## config.mk

```make
export PLATFORM = sky130hd
export DESIGN_NAME = key_scan_debouncer
export DESIGN_NICKNAME = d
export VERILOG_FILES = /design/src/rtl/kscan_pkg.sv /design/src/rtl/kscan_timing.sv /design/src/rtl/kscan_sampler.sv /design/src/rtl/kscan_debounce.sv /design/src/rtl/key_scan_debouncer.sv
export SDC_FILE = /design/constraint.sdc
export NUM_CORES = 1
export LEC_CHECK = 0
export BUFFER_PORTS_ARGS = -buffer_cell sky130_fd_sc_hd__clkbuf_2
export CELL_PAD_IN_SITES_DETAIL_PLACEMENT = 1
export CELL_PAD_IN_SITES_GLOBAL_PLACEMENT = 1
export CORE_MARGIN = 10
export CORE_UTILIZATION = 44
export CTS_BUF_LIST = sky130_fd_sc_hd__clkbuf_2 sky130_fd_sc_hd__clkbuf_4 sky130_fd_sc_hd__clkbuf_8
export DETAILED_ROUTE_END_ITERATION = 8
export PLACE_DENSITY_LB_ADDON = 0.1
export SLEW_MARGIN = 25
export SYNTH_ARGS = -nofsm -noshare
export SYNTH_HDL_FRONTEND = slang
export SYNTH_SLANG_ARGS = --single-unit
```

## constraint.sdc

```tcl
create_clock -name clk -period 1.71 [get_ports clk]
set_input_delay 0.0855 -clock clk [delete_from_list [all_inputs] [get_ports clk]]
set_output_delay 0.0855 -clock clk [all_outputs]
set_load 0.05 [all_outputs]
```

## src/rtl/kscan_pkg.sv

```systemverilog
`timescale 1ns/1ps
package kscan_pkg;
  // register chosen by a read
  typedef enum logic {
    RD_PRESSED   = 1'b0,
    RD_DEBOUNCED = 1'b1
  } kreg_sel_e;
endpackage

```

## src/rtl/kscan_timing.sv

```systemverilog
`timescale 1ns/1ps
// Counts multiplex cycles and marks the two test cycles of a keyscan cycle.
module kscan_timing #(
  parameter int DIGITS   = 4,
  parameter int HALF_MUX = 16,
  localparam int DW = $clog2(DIGITS),
  localparam int CW = $clog2(2 * HALF_MUX)
) (
  input  logic          clk,
  input  logic          rst_n,
  input  logic          mux_sample,
  input  logic [DW-1:0] mux_digit,
  input  logic [DW-1:0] scan_limit,
  output logic          smp_en,
  output logic          test_done,
  output logic          test_second
);
  logic [CW-1:0] mcnt_q, mcnt_d;
  logic          mcnt_en;
  logic          last_slot, test_cyc, in_scan;

  always_comb begin
    in_scan     = (mux_digit <= scan_limit);
    last_slot   = mux_sample && (mux_digit == scan_limit);
    test_cyc    = (mcnt_q == '0) || (mcnt_q == CW'(HALF_MUX));
    smp_en      = mux_sample && test_cyc && in_scan;
    test_done   = last_slot && test_cyc;
    test_second = (mcnt_q == CW'(HALF_MUX));
    mcnt_en     = last_slot;
    if (mcnt_q == CW'(2 * HALF_MUX - 1)) mcnt_d = '0;
    else                                 mcnt_d = mcnt_q + CW'(1);
  end

  always_ff @(posedge clk or negedge rst_n) begin
    if (!rst_n)       mcnt_q <= '0;
    else if (mcnt_en) mcnt_q <= mcnt_d;
  end
endmodule

```

## src/rtl/kscan_sampler.sv

```systemverilog
`timescale 1ns/1ps
// Gathers the key vector of one test across the digit slots.
module kscan_sampler #(
  parameter int DIGITS  = 4,
  parameter int RETURNS = 2,
  localparam int DW   = $clog2(DIGITS),
  localparam int KEYS = DIGITS * RETURNS
) (
  input  logic               clk,
  input  logic               rst_n,
  input  logic               smp_en,
  input  logic               test_done,
  input  logic [DW-1:0]      mux_digit,
  input  logic [RETURNS-1:0] ret_n,
  input  logic [RETURNS-1:0] ret_en,
  output logic [KEYS-1:0]    test_vec
);
  logic [KEYS-1:0] hit;
  logic [KEYS-1:0] acc_q, acc_d;
  logic            acc_en;

  for (genvar j = 0; j < RETURNS; j++) begin : g_ret
    for (genvar k = 0; k < DIGITS; k++) begin : g_dig
      assign hit[j*DIGITS + k] = smp_en && (mux_digit == DW'(k)) &&
                                 ret_en[j] && !ret_n[j];
    end
  end

  always_comb begin
    test_vec = acc_q | hit;
    acc_en   = smp_en || test_done;
    acc_d    = test_done ? '0 : test_vec;
  end

  always_ff @(posedge clk or negedge rst_n) begin
    if (!rst_n)      acc_q <= '0;
    else if (acc_en) acc_q <= acc_d;
  end
endmodule

```

## src/rtl/kscan_debounce.sv

```systemverilog
`timescale 1ns/1ps
// Debounce decision, pressed/debounced registers, interrupt and read port.
module kscan_debounce
  import kscan_pkg::*;
#(
  parameter int KEYS = 8
) (
  input  logic            clk,
  input  logic            rst_n,
  input  logic            test_done,
  input  logic            test_second,
  input  logic [KEYS-1:0] test_vec,
  input  logic            rd_en,
  input  logic            rd_sel,
  output logic [KEYS-1:0] rd_data,
  output logic            irq_n,
  output logic [KEYS-1:0] deb_bits,
  output logic            eval_now,
  output logic            new_any
);
  logic [KEYS-1:0] pressed_q, pressed_d;
  logic [KEYS-1:0] first_q,   first_d;
  logic [KEYS-1:0] prev_q,    prev_d;
  logic [KEYS-1:0] deb_q,     deb_d;
  logic [KEYS-1:0] rd_q,      rd_d;
  logic            irq_q,     irq_d;
  logic [KEYS-1:0] both, fresh;
  logic            clr, first_en, deb_en;

  always_comb begin
    eval_now  = test_done && test_second;
    first_en  = test_done && !test_second;
    clr       = rd_en && (rd_sel == RD_DEBOUNCED);
    both      = first_q & test_vec;
    fresh     = eval_now ? (both & ~prev_q) : '0;
    new_any   = |fresh;
    pressed_d = test_vec;
    first_d   = test_vec;
    prev_d    = both;
    deb_en    = clr || eval_now;
    deb_d     = (clr ? '0 : deb_q) | fresh;
    irq_d     = (clr ? 1'b0 : irq_q) | new_any;
    rd_d      = (rd_sel == RD_DEBOUNCED) ? deb_q : pressed_q;
  end

  always_ff @(posedge clk or negedge rst_n) begin
    if (!rst_n) begin
      pressed_q <= '0;
      first_q   <= '0;
      prev_q    <= '0;
      deb_q     <= '0;
      irq_q     <= 1'b0;
      rd_q      <= '0;
    end else begin
      if (test_done) pressed_q <= pressed_d;
      if (first_en)  first_q   <= first_d;
      if (eval_now)  prev_q    <= prev_d;
      if (deb_en) begin
        deb_q <= deb_d;
        irq_q <= irq_d;
      end
      if (rd_en)     rd_q      <= rd_d;
    end
  end

  assign rd_data  = rd_q;
  assign irq_n    = !irq_q;
  assign deb_bits = deb_q;
endmodule

```

## src/rtl/key_scan_debouncer.sv

```systemverilog
`timescale 1ns/1ps
module key_scan_debouncer #(
  parameter int DIGITS   = 4,
  parameter int RETURNS  = 2,
  parameter int HALF_MUX = 16,
  localparam int DW   = $clog2(DIGITS),
  localparam int KEYS = DIGITS * RETURNS
) (
  input  logic               clk,
  input  logic               rst_n,
  input  logic               mux_sample,
  input  logic [DW-1:0]      mux_digit,
  input  logic [DW-1:0]      scan_limit,
  input  logic [RETURNS-1:0] ret_en,
  input  logic [RETURNS-1:0] ret_n,
  input  logic               rd_en,
  input  logic               rd_sel,
  output logic [KEYS-1:0]    rd_data,
  output logic               irq_n
);
  logic [1:0]      rs_q;
  logic            rst_int_n;
  logic            smp_en, test_done, test_second;
  logic [KEYS-1:0] test_vec;
  logic [KEYS-1:0] deb_bits;
  logic            eval_now, new_any;

  // reset: asserted at once, released after two clocks
  always_ff @(posedge clk or negedge rst_n) begin
    if (!rst_n) rs_q <= 2'b00;
    else        rs_q <= {rs_q[0], 1'b1};
  end
  assign rst_int_n = rs_q[1];

  kscan_timing #(.DIGITS(DIGITS), .HALF_MUX(HALF_MUX)) u_timing (
    .clk(clk), .rst_n(rst_int_n), .mux_sample(mux_sample),
    .mux_digit(mux_digit), .scan_limit(scan_limit),
    .smp_en(smp_en), .test_done(test_done), .test_second(test_second)
  );

  kscan_sampler #(.DIGITS(DIGITS), .RETURNS(RETURNS)) u_sampler (
    .clk(clk), .rst_n(rst_int_n), .smp_en(smp_en), .test_done(test_done),
    .mux_digit(mux_digit), .ret_n(ret_n), .ret_en(ret_en),
    .test_vec(test_vec)
  );

  kscan_debounce #(.KEYS(KEYS)) u_deb (
    .clk(clk), .rst_n(rst_int_n), .test_done(test_done),
    .test_second(test_second), .test_vec(test_vec),
    .rd_en(rd_en), .rd_sel(rd_sel), .rd_data(rd_data), .irq_n(irq_n),
    .deb_bits(deb_bits), .eval_now(eval_now), .new_any(new_any)
  );
endmodule

```

==> results.py <==
metrics = {
    "synthesis": {
        "syn_nets": 258,
        "syn_area_per_cell_um2": 10.4,
        "yosysWarnings": 0,
        "synth_cell_types": 38,
        "syn_inst": 240,
        "ys.flop_type": "dfrtp_1",
        "ys_ff_latch": 56,
        "ys_async_sr_fraction": 1.00,
        "synth_area_um2": 2500,
        "synth-seq-area-share": 0.561,
        "synth_edf_count": 0,
    },
    "setup_path": {
        "crit_slowest_cell": "or4_1",
        "critical_path_arrival_ns": 2.35,
        "critical_path_peak_fanout": 6,
        "start_kind": "flip-flop",
        "crit_chain": "inv_2, ha_4, nor4bb_4, buf_6, a31oi_4, nor3b_4, or4_1, o32a_1",
        "critPathMaxStageDelay_ns": 0.55,
        "critPathKind": "flip-flop to flip-flop",
        "worstSetupEndpointType": "flip-flop",
        "required_ns": 1.91,
    },
    "placed_design": {
        "port_buffers": 21,
        "dp_hpwl_um": 4300,
        "gp_congestion": 0.791,
        "place_ws_ns": -0.445,
        "place_area_um2": 2980,
    },
    "global_route": {
        "grt_overflow_total": 0,
        "grt_max_degree": 55,
        "antenna_found_initial": 0,
        "grtUsageTotal": 0.137,
        "grt_pass1_vias": 2121,
        "grt_pass1_wl_um": 10000,
    },
    "sta": {
        "maxSlewHeadroom": 0.651,
        "hold_viol_final": 0,
        "drv_slew": 0,
        "setup_ws_ns": -0.440,
        "fin_crit_ns": 2.15,
        "finClkSkew_ns": 0.00438,
        "rsz0062_at_grt": "yes",
        "fmax_mhz": 465,
        "tightest_slew_ns": 0.522,
        "setup_violations": 39,
        "fin_crit_sh": 1.26,
    },
    "hold_path": {
        "min_path_type": "input port to async pin",
    },
    "route": {
        "drc": 0,
        "num_vias": 2115,
        "drtIter0Drc": 98,
        "wl_per_cell_um": 20.8,
        "wl_um": 7980,
        "drt_pass1_iterations": 4,
        "viasPerCell": 5.51,
        "postRouteAntennaNets": 0,
    },
    "layout": {
        "fin_nets": 329,
        "mostFrequentLayoutCell": "dfrtp_1",
        "final_area_um2": 3590,
        "num-fill-cells": 581,
        "mostFrequentLayoutCells": "55 x dfrtp_1, 35 x nor2_1, 31 x buf_4",
        "drive_gt1_frac": 0.439,
        "area_growth_syn_to_layout_pct": 43.9,
        "antenna_cells": 0,
    },
    "clock_tree": {
        "htree_levels": 2,
        "insertion_delay_ns": 0.31,
        "cts.path.max_buffers": 2,
        "numCtsBuffers": 5,
        "cts-root-buf": "clkbuf_8",
        "cts.clk_slew.worst_paths_ns": 0.10,
        "cts_sinks": 56,
        "cts_tree": "done",
    },
    "power": {
        "p_per_area_nw_per_um2": 1270,
        "leakagePower_uw": 0.00166,
        "intPower_uw": 2850,
        "peakVddDrop_v": 0.000675,
        "pwr-share-comb": 0.397,
        "switching_power_uw": 1720,
        "switching_share": 0.376,
        "clkPwrFrac": 0.172,
        "seq_power_share": 0.431,
    },
    "run_status": {
        "status": "finished, violations left",
        "violations": "setup timing",
    },
    "die": {
        "start_util": 0.453,
        "die_h_um": 95.3,
        "rows": 27,
        "die_width_um": 95.3,
        "io-pin-count": 22,
        "die_area_um2": 9090,
        "core_um2": 5510,
    },
    "flow_run": {
        "maxCapViolations": 0,
    },
}
synthesized netlist by cell type (all sizes together) (4+ instances only):
master	number	area share
dfrtp	56	0.56
nor2	40	0.060
a21oi	28	0.056
nand2	18	0.028
o21ai	13	0.031
nand2b	10	0.025
a31oi	8	0.034
mux2i	8	0.032
clkbuf	6	0.0090
buf	5	0.010
ha	5	0.025
inv	5	0.0075
nor3b	4	0.012
cell families (layout without fill, tap and decap cells):
kind of cell               count (synthesis)  after routing  share of synthesized area
and+or+nand+nor                           88             88                      0.173
AOI/OAI and AO/OA                         63             63                      0.167
DFF                                       56             56                      0.561
buffers and inverters                     16             88                     0.0266
muxes                                     11             11                     0.0456
adders and majority gates                  5              5                     0.0251
other                                      1              1                    0.00150
timing repair:
item	4_1_cts	5_1_grt
hold buffers	1	0
cloned	0	3
endpoints found under the hold margin	2	0
buffers inserted	6	10
setup endpoints to repair	41	42
gates resized for setup	13	69
pin swaps	7	20
metal layers:
metal | vias up | wire length [µm] | global-route usage
met4 | 0 | 163 | 0.0574
met5 | - | 0 | 0
li1 | 976 | - | -
met3 | 17 | 300 | 0.0251
met2 | 56 | 4020 | 0.225
met1 | 1066 | 3500 | 0.173
cell type report:
class / count / area [µm²] / share of cell area
flip-flops and latches: 56 / 1400 / 0.391
multi-input cells: 168 / 1330 / 0.371
well taps: 72 / 90.1 / 0.0251
clock inverters: 2 / 13.8 / 0.00383
inverters: 5 / 18.8 / 0.00523
repair buffers: 75 / 649 / 0.181
clock buffers: 6 / 82.6 / 0.0230
path summary, 6_finish.rpt:
check                                    from            endpoint  slack [ns]  cells past startpoint
max                        u_timing.mcnt_q[0]         u_deb.irq_q       -0.44                      8
min                                     rst_n             rs_q[1]        0.13                      2
max reg2reg                u_timing.mcnt_q[0]         u_deb.irq_q       -0.44                      8
min reg2reg                           rs_q[1]    u_deb.first_q[4]        0.26                      1
max in group asynchronous             rs_q[1]  u_timing.mcnt_q[1]        1.19                      1
min in group clk                        rd_en         u_deb.irq_q        0.18                      3
stage by stage:
stage               total power [µW]  hold slack [ns]  cells  setup TNS [ns]  utilization
floorplan                       2710           -0.210    240           -1.81            -
global placement                3190           -0.129    358           -5.60        0.541
detailed placement              3250           -0.125    358           -8.55        0.541
CTS                             4110           0.0814    372           -4.52        0.575
global route                    4800            0.135    384          -10.69        0.652
finish                          4570            0.129    384           -5.93        0.652
critical path, delay by kind of cell, from the launching register on:
kind                       cells  cell delay, ns
DFF                            1            0.38
buffers and inverters          2            0.21
AOI/OAI and AO/OA              2            0.52
and+or+nand+nor                3            0.79
adders and majority gates      1            0.14
power by group through the flow:
| stage | clock network [µW] | registers (µW) | logic (µW) |
|---|---|---|---|
| after global placement | 0 | 1900 | 1290 |
| final | 784 | 1970 | 1810 |
| after global routing | 845 | 2010 | 1950 |
| after detailed placement | 0 | 1910 | 1330 |
| after floorplan | 0 | 2020 | 685 |
| after CTS | 788 | 1900 | 1430 |
registers in the layout (all words and copies together) (netlist names):
register,cells
u_deb.prev_q,8
u_deb.irq_q,1
u_deb.first_q,8
u_sampler.acc_q,8
u_deb.deb_bits,8
rs_q,2
u_timing.mcnt_q,5
u_deb.pressed_q,8
u_deb.rd_data,8
(Power assumes the default switching activity.)
